## src/rtl/rba_pkg.sv

```systemverilog
package rba_pkg;

  typedef enum logic [2:0] {
    OP_INIT  = 3'd0,
    OP_EMPTY = 3'd1,
    OP_FULL  = 3'd2,
    OP_GET   = 3'd3,
    OP_PUT   = 3'd4
  } rbaOp_e;

  // control -> datapath strobes
  typedef struct packed {
    logic       accept;   // command taken this cycle
    logic       capture;  // memory cycle completing this cycle
    logic       xfer;     // transfer phase (not poll)
    logic [1:0] step;     // access index inside the tenure
    rbaOp_e     op;       // active opcode
  } rbaStrobe_t;

endpackage

```

## src/rtl/rba_ctrl.sv

```systemverilog
module rba_ctrl
  import rba_pkg::*;
(
  input  logic       clk,
  input  logic       rstN,
  input  logic       cmdValid,
  input  logic [2:0] cmdOp,
  output logic       cmdReady,
  output logic       busReq,
  input  logic       busAck,
  output logic       memValid,
  input  logic       memDone,
  output logic       getValid,
  input  logic       getReady,
  output logic       doneValid,
  input  logic       zeroBase,
  input  logic       pollBusy,
  output rbaStrobe_t strb
);

  typedef enum logic [2:0] {
    S_IDLE, S_START, S_ACQ, S_ACC, S_REL, S_CHECK, S_HOLD, S_FIN
  } state_e;

  state_e     stateQ, stateD;
  rbaOp_e     opQ;
  logic       xferQ, xferD;
  logic [1:0] stepQ, stepD;
  logic [1:0] lastStep;
  logic       isTest, isMove;

  assign isTest   = (opQ == OP_EMPTY) || (opQ == OP_FULL);
  assign isMove   = (opQ == OP_GET) || (opQ == OP_PUT);
  assign lastStep = (opQ == OP_INIT) ? 2'd2 : (xferQ ? 2'd1 : 2'd0);

  always_comb begin
    stateD = stateQ;
    xferD  = xferQ;
    stepD  = stepQ;
    unique case (stateQ)
      S_IDLE: if (cmdValid) begin
        stateD = S_START;
        xferD  = 1'b0;
        stepD  = 2'd0;
      end
      S_START: begin
        if (!isTest && !isMove && opQ != OP_INIT) stateD = S_FIN;
        else if (zeroBase && opQ != OP_INIT) begin
          if (isTest) stateD = S_FIN;
        end else stateD = S_ACQ;
      end
      S_ACQ: if (busAck) stateD = S_ACC;
      S_ACC: if (memDone) begin
        if (stepQ == lastStep) begin
          stepD  = 2'd0;
          stateD = S_REL;
        end else stepD = stepQ + 2'd1;
      end
      S_REL: if (!busAck) stateD = S_CHECK;
      S_CHECK: begin
        if (isMove && !xferQ) begin
          if (!pollBusy) xferD = 1'b1;
          stateD = S_ACQ;
        end else if (opQ == OP_GET) stateD = S_HOLD;
        else stateD = S_FIN;
      end
      S_HOLD: if (getReady) stateD = S_IDLE;
      S_FIN:  stateD = S_IDLE;
      default: stateD = S_IDLE;
    endcase
  end

  always_ff @(posedge clk) begin
    if (!rstN) begin
      stateQ <= S_IDLE;
      opQ    <= OP_INIT;
      xferQ  <= 1'b0;
      stepQ  <= 2'd0;
    end else begin
      stateQ <= stateD;
      xferQ  <= xferD;
      stepQ  <= stepD;
      if (stateQ == S_IDLE && cmdValid) opQ <= rbaOp_e'(cmdOp);
    end
  end

  assign cmdReady  = (stateQ == S_IDLE);
  assign busReq    = (stateQ == S_ACQ) || (stateQ == S_ACC);
  assign memValid  = (stateQ == S_ACC);
  assign getValid  = (stateQ == S_HOLD);
  assign doneValid = (stateQ == S_FIN);

  assign strb.accept  = cmdReady && cmdValid;
  assign strb.capture = memValid && memDone;
  assign strb.xfer    = xferQ;
  assign strb.step    = stepQ;
  assign strb.op      = cmdReady ? rbaOp_e'(cmdOp) : opQ;


  grant_before_access_chk: assert property (@(posedge clk) disable iff (!rstN)
    memValid |-> busAck);

  access_hold_chk: assert property (@(posedge clk) disable iff (!rstN)
    memValid && !memDone |=> memValid);

  release_after_access_chk: assert property (@(posedge clk) disable iff (!rstN)
    $fell(busReq) |-> $past(memDone));

  done_bus_free_chk: assert property (@(posedge clk) disable iff (!rstN)
    doneValid |-> !busAck && !busReq);

endmodule

```

## src/rtl/rba_dpath.sv

```systemverilog
module rba_dpath
  import rba_pkg::*;
#(
  parameter int ADDR_W = 16,
  parameter int DATA_W = 8,
  parameter int NUM_CH = 4,
  localparam int CH_W  = (NUM_CH > 1) ? $clog2(NUM_CH) : 1
) (
  input  logic              clk,
  input  logic              rstN,
  input  rbaStrobe_t        strb,
  input  logic [CH_W-1:0]   cmdChan,
  input  logic [ADDR_W-1:0] cmdAddr,
  input  logic [DATA_W-1:0] cmdData,
  input  logic [DATA_W-1:0] memRdata,
  output logic [ADDR_W-1:0] memAddr,
  output logic              memWrite,
  output logic [DATA_W-1:0] memWdata,
  output logic              zeroBase,
  output logic              pollBusy,
  output logic              testFlag,
  output logic [DATA_W-1:0] getData
);

  localparam logic [ADDR_W-1:0] OFS_MASK = ADDR_W'(3);
  localparam logic [ADDR_W-1:0] OFS_PROD = ADDR_W'(2);
  localparam logic [ADDR_W-1:0] OFS_CONS = ADDR_W'(1);

  logic [ADDR_W-1:0] baseArr [NUM_CH];
  logic [DATA_W-1:0] maskArr [NUM_CH];
  logic [DATA_W-1:0] prodArr [NUM_CH];
  logic [DATA_W-1:0] consArr [NUM_CH];

  logic [CH_W-1:0]   chanQ;
  logic [DATA_W-1:0] putQ, pollQ, getQ;
  logic [ADDR_W-1:0] curBase;
  logic [DATA_W-1:0] curMask, curProd, curCons, nextProd, nextCons;
  logic              capMask, capProd, capCons, advProd, advCons, capPoll, capGet;
  logic              emptyNow, fullNow;

  assign curBase  = baseArr[chanQ];
  assign curMask  = maskArr[chanQ];
  assign curProd  = prodArr[chanQ];
  assign curCons  = consArr[chanQ];
  assign nextProd = (curProd + DATA_W'(1)) & curMask;
  assign nextCons = (curCons + DATA_W'(1)) & curMask;

  // capture decode
  always_comb begin
    capMask = strb.capture && strb.op == OP_INIT && strb.step == 2'd0;
    capProd = strb.capture && strb.op == OP_INIT && strb.step == 2'd1;
    capCons = strb.capture && strb.op == OP_INIT && strb.step == 2'd2;
    advCons = strb.capture && strb.op == OP_GET && strb.xfer && strb.step == 2'd1;
    advProd = strb.capture && strb.op == OP_PUT && strb.xfer && strb.step == 2'd1;
    capGet  = strb.capture && strb.op == OP_GET && strb.xfer && strb.step == 2'd0;
    capPoll = strb.capture && !strb.xfer && strb.op != OP_INIT;
  end

  // per-channel descriptors
  for (genvar g = 0; g < NUM_CH; g++) begin : gChan
    logic [ADDR_W-1:0] baseR;
    logic [DATA_W-1:0] maskR, prodR, consR;
    logic              selHit, wrBase;

    assign selHit = (chanQ == CH_W'(g));
    assign wrBase = strb.accept && strb.op == OP_INIT && cmdChan == CH_W'(g);

    always_ff @(posedge clk) begin
      if (!rstN) begin
        baseR <= '0;
        maskR <= '0;
        prodR <= '0;
        consR <= '0;
      end else begin
        if (wrBase) baseR <= cmdAddr;
        if (selHit && capMask) maskR <= memRdata;
        if (selHit && capProd) prodR <= memRdata;
        else if (selHit && advProd) prodR <= nextProd;
        if (selHit && capCons) consR <= memRdata;
        else if (selHit && advCons) consR <= nextCons;
      end
    end

    assign baseArr[g] = baseR;
    assign maskArr[g] = maskR;
    assign prodArr[g] = prodR;
    assign consArr[g] = consR;
  end

  always_ff @(posedge clk) begin
    if (!rstN) begin
      chanQ <= '0;
      putQ  <= '0;
      pollQ <= '0;
      getQ  <= '0;
    end else begin
      if (strb.accept) begin
        chanQ <= cmdChan;
        putQ  <= cmdData;
      end
      if (capPoll) pollQ <= memRdata;
      if (capGet)  getQ  <= memRdata;
    end
  end

  // address and write data for the current access
  always_comb begin
    memAddr  = curBase;
    memWrite = 1'b0;
    memWdata = '0;
    unique case (strb.op)
      OP_INIT:  memAddr = curBase - (OFS_MASK - ADDR_W'(strb.step));
      OP_EMPTY: memAddr = curBase - OFS_PROD;
      OP_FULL:  memAddr = curBase - OFS_CONS;
      OP_GET: begin
        if (!strb.xfer) memAddr = curBase - OFS_PROD;
        else if (strb.step == 2'd0) memAddr = curBase + ADDR_W'(curCons);
        else begin
          memAddr  = curBase - OFS_CONS;
          memWrite = 1'b1;
          memWdata = nextCons;
        end
      end
      OP_PUT: begin
        if (!strb.xfer) memAddr = curBase - OFS_CONS;
        else if (strb.step == 2'd0) begin
          memAddr  = curBase + ADDR_W'(curProd);
          memWrite = 1'b1;
          memWdata = putQ;
        end else begin
          memAddr  = curBase - OFS_PROD;
          memWrite = 1'b1;
          memWdata = nextProd;
        end
      end
      default: memAddr = curBase;
    endcase
  end

  assign zeroBase = (curBase == '0);
  assign emptyNow = (pollQ == curCons);
  assign fullNow  = (nextProd == pollQ);
  assign pollBusy = (strb.op == OP_GET) ? emptyNow : fullNow;
  assign testFlag = (strb.op == OP_EMPTY && (zeroBase || emptyNow)) ||
                    (strb.op == OP_FULL  && (zeroBase || fullNow));
  assign getData  = getQ;

endmodule

```

## src/rtl/rba_agent.sv

```systemverilog
module rba_agent
  import rba_pkg::*;
#(
  parameter int ADDR_W = 16,
  parameter int DATA_W = 8,
  parameter int NUM_CH = 4,
  localparam int CH_W  = (NUM_CH > 1) ? $clog2(NUM_CH) : 1
) (
  input  logic              clk,
  input  logic              rstN,
  input  logic              cmdValid,
  output logic              cmdReady,
  input  logic [2:0]        cmdOp,
  input  logic [CH_W-1:0]   cmdChan,
  input  logic [ADDR_W-1:0] cmdAddr,
  input  logic [DATA_W-1:0] cmdData,
  output logic              doneValid,
  output logic              doneFlag,
  output logic              getValid,
  input  logic              getReady,
  output logic [DATA_W-1:0] getData,
  output logic              busReq,
  input  logic              busAck,
  output logic              memValid,
  output logic              memWrite,
  output logic [ADDR_W-1:0] memAddr,
  output logic [DATA_W-1:0] memWdata,
  input  logic [DATA_W-1:0] memRdata,
  input  logic              memDone
);

  rbaStrobe_t strb;
  logic       zeroBase, pollBusy;

  rba_ctrl uCtrl (
    .clk, .rstN, .cmdValid, .cmdOp, .cmdReady, .busReq, .busAck,
    .memValid, .memDone, .getValid, .getReady, .doneValid,
    .zeroBase, .pollBusy, .strb
  );

  rba_dpath #(.ADDR_W(ADDR_W), .DATA_W(DATA_W), .NUM_CH(NUM_CH)) uDpath (
    .clk, .rstN, .strb, .cmdChan, .cmdAddr, .cmdData, .memRdata,
    .memAddr, .memWrite, .memWdata, .zeroBase, .pollBusy,
    .testFlag(doneFlag), .getData
  );


  get_hold_chk: assert property (@(posedge clk) disable iff (!rstN)
    getValid && !getReady |=> getValid && $stable(getData));

endmodule

```

## config.mk

```make
export PLATFORM = sky130hd
export DESIGN_NAME = rba_agent
export DESIGN_NICKNAME = d
export VERILOG_FILES = /design/src/rtl/rba_pkg.sv /design/src/rtl/rba_ctrl.sv /design/src/rtl/rba_dpath.sv /design/src/rtl/rba_agent.sv
export SDC_FILE = /design/constraint.sdc
export NUM_CORES = 1
export LEC_CHECK = 0
export BUFFER_PORTS_ARGS = -buffer_cell sky130_fd_sc_hd__buf_2
export CAP_MARGIN = 20
export CORE_MARGIN = 5
export CORE_UTILIZATION = 27
export DETAILED_ROUTE_END_ITERATION = 12
export SETUP_SLACK_MARGIN = 0.02
export SYNTH_ARGS = -nofsm -noshare
export SYNTH_HDL_FRONTEND = slang
export SYNTH_SLANG_ARGS = --single-unit
```

## constraint.sdc

```tcl
create_clock -name clk -period 4.05 [get_ports clk]
set_clock_uncertainty 0.2 [all_clocks]
set_input_delay 0 -clock clk [delete_from_list [all_inputs] [get_ports clk]]
set_output_delay 0 -clock clk [all_outputs]
set_load 0.03 [all_outputs]
```

==> run metrics, run 1 <==
post-synthesis cell count 1597; number of max-slew violations in the final report 0; clock tree from TritonCTS done; effective utilization at floorplan 27.1%; critical path capture point type output port; dominant synthesized flop cell sky130_fd_sc_hd__dfxtp_1; clock power share 22.8%; MaxCap Viol Count 0; Port Buffers 81; # setup viols final 0; number of distinct library cell variants in the gate-level netlist after synthesis 82; signed area change from the synthesized netlist to the final layout 23.7%; DRT iter0 DRCs 1134; share of total power in combinational logic 50.9%; Worst-Margin Slew 831 ps; slowest library cell on the worst path sky130_fd_sc_hd__mux4_2; highest attainable clock frequency 0.250 GHz; fraction of the yosys area taken by sequential cells 31.1%; utilization of the core after routing 33.5%; Data required, critical path 3850 ps; fraction of synthesized cell area in xor and xnor cells 3.35%; startpoint of the lowest-slack hold path cmdValid; net load switching power 0.00352 W; count of state elements after synthesis 195; leakage 5.85 nW; dominant cells by area after synthesis sky130_fd_sc_hd__dfxtp_1 31%, sky130_fd_sc_hd__nand2_1 8.1%, sky130_fd_sc_hd__mux4_2 6.8%; switching portion of total power 44.4%; CP bufs+invs 2; end point of the worst hold path uDpath.putQ[6]; worst hold slack after final layout 21.0 ps; Post-Synthesis Mean Instance Area 7.85 um^2; total power density per cell area 511 mW/mm^2; maximum number of pins on one net before global-route repair 82; dpl hpwl 33500 um; share of cell area taken by muxes after synthesis 14.0%; RSZ-0062 raised after global routing true; post-route fraction of the period consumed by the critical path 99.0%; clock root buffer sky130_fd_sc_hd__clkbuf_16; most frequent cell after synthesis sky130_fd_sc_hd__nand2_1; netlist area before placement 0.0125 mm^2; layout cells sized above 1 18.9%; VDD IR-drop max 620 uV; cell depth of the worst flop-to-flop path 11; critical path's largest stage delay 580 ps; CP Launch Type flip-flop; design area 0.0155 mm^2; via count of the first global-routing pass 12200; ys async rst share 0%; Core Region 0.0463 mm^2; largest family of logic cells by synthesized area simple AND/OR/NAND/NOR gates; commonest cells in the netlist 272 x sky130_fd_sc_hd__nand2_1, 197 x sky130_fd_sc_hd__nor2_1, 195 x sky130_fd_sc_hd__dfxtp_1, 170 x sky130_fd_sc_hd__a21oi_1, 81 x sky130_fd_sc_hd__clkbuf_1; complex-gate fraction of the synthesized area 20.7%; cell taking the most area after synthesis sky130_fd_sc_hd__dfxtp_1; insertion delay of the later-clocked pin in the worst-skew pair 470 ps; clock sinks 195; CTS max path bufs 2; clock-pin transition on the worst setup and hold timing paths 90 ps; wire length of the first global-routing pass 71200 um; die width 226 um; Setup Crit Path Kind reg2out; net count reported at finish 1812; placed instance area 0.0139 mm^2; vias after detailed routing 12900; top-area cell type share of the netlist area 31.1%; total design power 0.00793 W; detailed-route DRC error count 0; relative slew slack 44.1%; critical path's top delay family compound AO/OA/AOI/OAI gates; EDFF count, synth 0; total die area 0.0509 mm^2; instance count along the most critical hold path 5; ratio of routed vias to standard cells 5.45; final wirelength 46600 um; Die Span Y 226 um; number of optimization iterations in the first detailed-route pass 7; number of synthesis warnings 0; antenna diode count 0; floorplan row count 79; simple logic cell fraction of the synthesized area 23.1%; minimum clock period 4010 ps; internal cell power 0.00440 W; number of standard cells in the layout, taps in and fillers out 2359; CTS Buf Count 17; total overflow reported by the global router 0; Critical R2R Capture uCtrl.stateQ[0]; Reg power frac 26.3%; share of synthesized cell area in full adder, half adder and majority cells 3.25%; Reg2Reg Launch Point uDpath.chanQ[1]; Data arrival, critical path 3810 ps; total placed cells including tap cells 2252; initial antenna violation count 0; remaining number of nets flagged by the antenna check after routing 0; r2r setup slk 620 ps; final hold viol count 0; DR WL/cell 19.8 um; CTS HTree Levels 4; Hold WC Path Type in2reg; Overall Global Routing Usage 17.7%; weighted congestion at the end of routability-driven global placement 0.955; outcome finished clean; syn nets 1670; highest fanout seen on the critical path 5; critical path, cell by cell mux4_2 -> ha_4 -> fa_2 -> a211oi_2 -> o21bai_1 -> o41ai_2 -> buf_4 -> nand2b_4 -> xor2_1 -> o21ai_1 -> a221o_1 -> o22a_1 -> buf_6; I/O pins 82
[cells by family (layout without fill, tap and decap cells)]
family	after synthesis	in the layout
DFF	195	195
and+or+nand+nor	655	655
AOI/OAI and AO/OA	408	408
xor gates and xnor gates	48	48
adders and majority gates	31	31
buffers and inverters	133	288
muxes	127	127
[through the flow]
| stage | TNS, ps | setup slack, ps |
|---|---|---|
| detailed placement | 0 | 183 |
| global route | -296 | -75.5 |
| finish | 0 | 42.0 |
| floorplan | 0 | 63.6 |
| global placement | 0 | 223 |
| CTS | 0 | 3.44 |
[metal layers]
layer  global-route usage, %  up-vias  wire length [um]
met5                       0        -                 0
met4                    7.07        0              1820
met1                    23.0     6231             19700
met2                    29.8      504             22500
met3                    2.51      106              2640
li1                        -     6024                 -
[cell type report]
type | count | area (um^2)
clock buffers | 19 | 453
clock inverters | 13 | 178
fillers | 4813 | 30700
inverters | 25 | 96.3
multi-input cells | 1269 | 8340
flip-flops and latches | 195 | 3910
well taps | 607 | 759
repair buffers | 231 | 1780
[flip-flops by register name, indices dropped and copies added (netlist names)]
register            cells
uCtrl.opQ               3
uDpath.gChan.prodR     32
uDpath.putQ             8
uDpath.gChan.baseR     64
uCtrl.stepQ             2
uDpath.gChan.consR     32
uDpath.getData          8
uDpath.gChan.maskR     32
uDpath.pollQ            8
uDpath.chanQ            2
uCtrl.stateQ            3
uCtrl.xferQ             1
[cell usage in the layout, fill, tap and decap left out, types with 14 or more instances in the layout]
master / count
sky130_fd_sc_hd__nand2_1: 270
sky130_fd_sc_hd__nor2_1: 194
sky130_fd_sc_hd__dfxtp_1: 193
sky130_fd_sc_hd__a21oi_1: 169
sky130_fd_sc_hd__buf_4: 101
sky130_fd_sc_hd__mux2i_1: 80
sky130_fd_sc_hd__buf_2: 74
sky130_fd_sc_hd__nand3_1: 47
sky130_fd_sc_hd__o21ai_0: 42
sky130_fd_sc_hd__dlygate4sd3_1: 41
sky130_fd_sc_hd__mux4_2: 38
sky130_fd_sc_hd__nor3_1: 36
sky130_fd_sc_hd__a211oi_1: 33
sky130_fd_sc_hd__xnor2_1: 27
sky130_fd_sc_hd__ha_1: 22
sky130_fd_sc_hd__inv_1: 21
sky130_fd_sc_hd__xor2_1: 21
sky130_fd_sc_hd__nor2b_1: 18
sky130_fd_sc_hd__clkbuf_16: 17
sky130_fd_sc_hd__and2_1: 14
sky130_fd_sc_hd__a31oi_1: 14
[worst max-delay path by stage]
stage / startpoint / to / depth (start not counted)
after floorplan: uDpath.chanQ[1] / memAddr[15] / 15
after global placement: uDpath.chanQ[1] / memAddr[10] / 13
after detailed placement: uDpath.chanQ[1] / memAddr[10] / 13
after CTS: uDpath.chanQ[1] / memAddr[10] / 13
after global routing: uDpath.chanQ[1] / memAddr[13] / 11
final: uDpath.chanQ[1] / memAddr[10] / 13
[power groups by stage]
stage               clock network [W]  logic, W  registers (W)
global route                  0.00191   0.00432        0.00210
CTS                           0.00184   0.00389        0.00208
detailed placement                  0   0.00374        0.00213
finish                        0.00181   0.00403        0.00208
global placement                    0   0.00374        0.00212
floorplan                           0   0.00258        0.00208
[timing repair]
item | in CTS | in global routing
buffers inserted | 16 | 17
setup endpoints to repair | 9 | 11
pin swaps | 7 | 10
hold endpoints to repair | 181 | 0
hold buffers | 41 | 0
gates cloned | 1 | 0
gates resized for setup | 33 | 36
[worst min-delay path, delay by kind of cell]
kind                   cells  cell delay, ps
buffers and inverters      2             380
and+or+nand+nor            2             210
AOI/OAI and AO/OA          1              50
Power figures use the tool's default switching activity.
==> inputs of run 2 (changes only) <==
- CORE_UTILIZATION: 27 -> 56
- PLACE_DENSITY: unset -> 0.78
==> run 2 against run 1 <==
  * Flip-flop and latch count stayed put
  * Clock power fell by 5%
  * Largest power group unchanged
  * Sequential power about the same
  * The run now ends with negative setup slack left
  * Wire length is 2.9% lower
  * Register-to-register slack lost 210 ps
  * First-iteration DRC count increased by 76%
  * Critical path type unchanged
  * Non-clock buffer count rose by 1
  * Clock-buffer cell count is the same
==> run metrics, run 2 (synthesis gave the netlist of run 1 again) <==
outcome complete, but fails checks; violations in the final reports negative setup slack; CP bufs+invs 2 (unchanged); switching portion of total power 44.8% (+0.38 points); clock root buffer sky130_fd_sc_hd__clkbuf_16; Die Span Y 160 um (-29%); vias after detailed routing 13500 (+4.7%); maximum number of pins on one net before global-route repair 109 (+33%); I/O pins 82 (unchanged); # setup viols final 1 (+1); number of max-slew violations in the final report 0 (unchanged); max reg flops 64 (unchanged); highest attainable clock frequency 0.247 GHz (-1.1%); Hold WC Path Type in2reg; die width 160 um (-29%); relative slew slack 40.7% (-3.4 points); net count reported at finish 1813 (+0.055%); final wirelength 45300 um (-2.9%); instance count along the most critical hold path 8 (+3); total power density per cell area 517 mW/mm^2 (+1.2%); Port Buffers 81 (unchanged); insertion delay of the later-clocked pin in the worst-skew pair 450 ps (-20 ps); post-route fraction of the period consumed by the critical path 100% (+1.1 points); dpl hpwl 30700 um (-8.4%); total die area 0.0255 mm^2 (-50%); final worst slack -1.33 ps (-43.4 ps); CTS max path bufs 2 (unchanged); signed area change from the synthesized netlist to the final layout 20.0%; DRT iter0 DRCs 1992 (+76%); clock sinks 195 (unchanged); Post-Place Worst Slack 198 ps (+14.8 ps); highest fanout seen on the critical path 8 (+3); ratio of routed vias to standard cells 6.62 (+21%); Data arrival, critical path 3850 ps (+40 ps); clock tree from TritonCTS done; RSZ-0062 raised after global routing true; DR WL/cell 22.3 um (+13%); commonest cells after routing, fill and taps aside 269 x sky130_fd_sc_hd__nand2_1, 193 x sky130_fd_sc_hd__nor2_1, 193 x sky130_fd_sc_hd__dfxtp_1; layout cells sized above 1 18.5% (-0.41 points); critical path, cell by cell mux4_2 -> ha_2 -> fa_2 -> a211oi_2 -> o21bai_1 -> o41ai_1 -> buf_4 -> nand2b_4 -> xor2_1 -> o21ai_0 -> a221o_1 -> o22a_1 -> buf_2; most common cell after layout, fill and taps aside sky130_fd_sc_hd__nand2_1; minimum clock period 4050 ps (+43.4 ps); weighted congestion at the end of routability-driven global placement 0.987 (+3.3%); leakage 5.83 nW (-0.42%); largest register by flop count uDpath.gChan.baseR; Core Region 0.0220 mm^2 (-53%); critical path's largest stage delay 540 ps (-40 ps); critical path capture point type output port; share of total power in combinational logic 50.9% (about the same); wire length of the first global-routing pass 68900 um (-3.2%); net load switching power 0.00349 W (-1.0%); via count of the first global-routing pass 12400 (+1.2%); detailed-route DRC error count 0 (unchanged); VDD IR-drop max 485 uV (-22%); CTS Buf Count 17 (unchanged); CTS HTree Levels 4 (unchanged); Data required, critical path 3850 ps (about the same); Setup Crit Path Kind reg2out; Overall Global Routing Usage 33.5% (+16 points); CP Launch Type flip-flop; MaxCap Viol Count 0 (unchanged); cell depth of the worst flop-to-flop path 11 (unchanged); slowest library cell on the worst path sky130_fd_sc_hd__mux4_2; Worst-Margin Slew 886 ps (+54.6 ps); final hold viol count 0 (unchanged); number of optimization iterations in the first detailed-route pass 8 (+1); antenna diode count 0 (unchanged); total number of cells along the worst setup path 13 (unchanged); floorplan row count 54 (-32%); initial antenna violation count 0 (unchanged); critical path's top delay family compound AO/OA/AOI/OAI gates; internal cell power 0.00429 W (-2.6%); clock power share 22.2% (-0.6 points); Reg power frac 27.0% (+0.7 points); total overflow reported by the global router 0 (unchanged); remaining number of nets flagged by the antenna check after routing 0 (unchanged); clock-pin transition on the worst setup and hold timing paths 80 ps (about the same); utilization of the core after routing 68.5% (+35 points); effective utilization at floorplan 57.1% (+30 points)
[run 2: cell count changes in the layout (fill, tap and decap cells not counted), sizes merged]
cell / delta
buf: -9
bufbuf: +1
dlygate4sd3: +9
clkinvlp: +1
inv: -2
clkinv: +2
bufinv: -1
[run 2: per-stage QoR]
stage	instances	total power, W	TNS, ps	cell area [um^2]	hold slack, ps
after floorplan	1597	0.00466	0	12600	-64.0
after global placement	1922	0.00572	0	13400	49.4
after detailed placement	1922	0.00576	0	13400	56.7
after CTS	2010	0.00757	-27.5	14700	20.1
after global routing	2033	0.00809	-377	15000	89.7
final	2033	0.00778	-1.33	15000	20.8
[run 2: timing repair]
item | 4_1_cts | 5_1_grt
resized for setup | 15 | 41
pin swaps | 1 | 8
hold buffers | 50 | 0
endpoints found under the setup margin | 9 | 10
hold endpoints to repair | 177 | 0
setup buffers | 4 | 22
cloned | 2 | 0
[run 2: worst paths after layout]
| path | slack, ps | to | startpoint |
|---|---|---|---|
| worst max-delay path | -1 | memAddr[10] | uDpath.chanQ[1] |
| worst min-delay path | 20 | uCtrl.stateQ[1] | memDone |
| worst max register to register | 410 | uCtrl.stateQ[0] | uDpath.chanQ[1] |
| worst min register to register | 260 | uDpath.gChan[1].baseR[6] | uDpath.gChan[1].baseR[6] |
[run 2: area by class of cell]
| type | count | area, um^2 |
|---|---|---|
| clock buffers | 19 | 453 |
| clock inverters | 13 | 138 |
| fillers | 1760 | 6920 |
| inverters | 25 | 96.3 |
| multi-input cells | 1269 | 8320 |
| flip-flops and latches | 195 | 3910 |
| well taps | 280 | 350 |
| repair buffers | 232 | 1780 |
[run 2: worst min-delay path: stages]
cell                      delay [ps]
sky130_fd_sc_hd__buf_2           110
sky130_fd_sc_hd__inv_1            40
sky130_fd_sc_hd__a31oi_1          70
sky130_fd_sc_hd__nor2_1           90
sky130_fd_sc_hd__nor3_1           80
sky130_fd_sc_hd__o41ai_4          90
sky130_fd_sc_hd__o21a_1          110
sky130_fd_sc_hd__nor2_1           30
[run 2: power groups by stage]
stage / Combinational, W / Clock [W] / Sequential, W
2_1_floorplan: 0.00258 / 0 / 0.00208
3_3_place_gp: 0.00359 / 0 / 0.00213
3_5_place_dp: 0.00362 / 0 / 0.00214
4_1_cts: 0.00375 / 0.00172 / 0.00209
5_1_grt: 0.00418 / 0.00180 / 0.00210
6_report: 0.00396 / 0.00172 / 0.00210
[run 2: layer usage]
| metal | global-route usage [%] | wire length (um) |
|---|---|---|
| met1 | 45.6 | 17700 |
| met2 | 53.2 | 20700 |
| met3 | 6.44 | 5150 |
| met4 | 12.1 | 1710 |
| met5 | 0 | 0 |
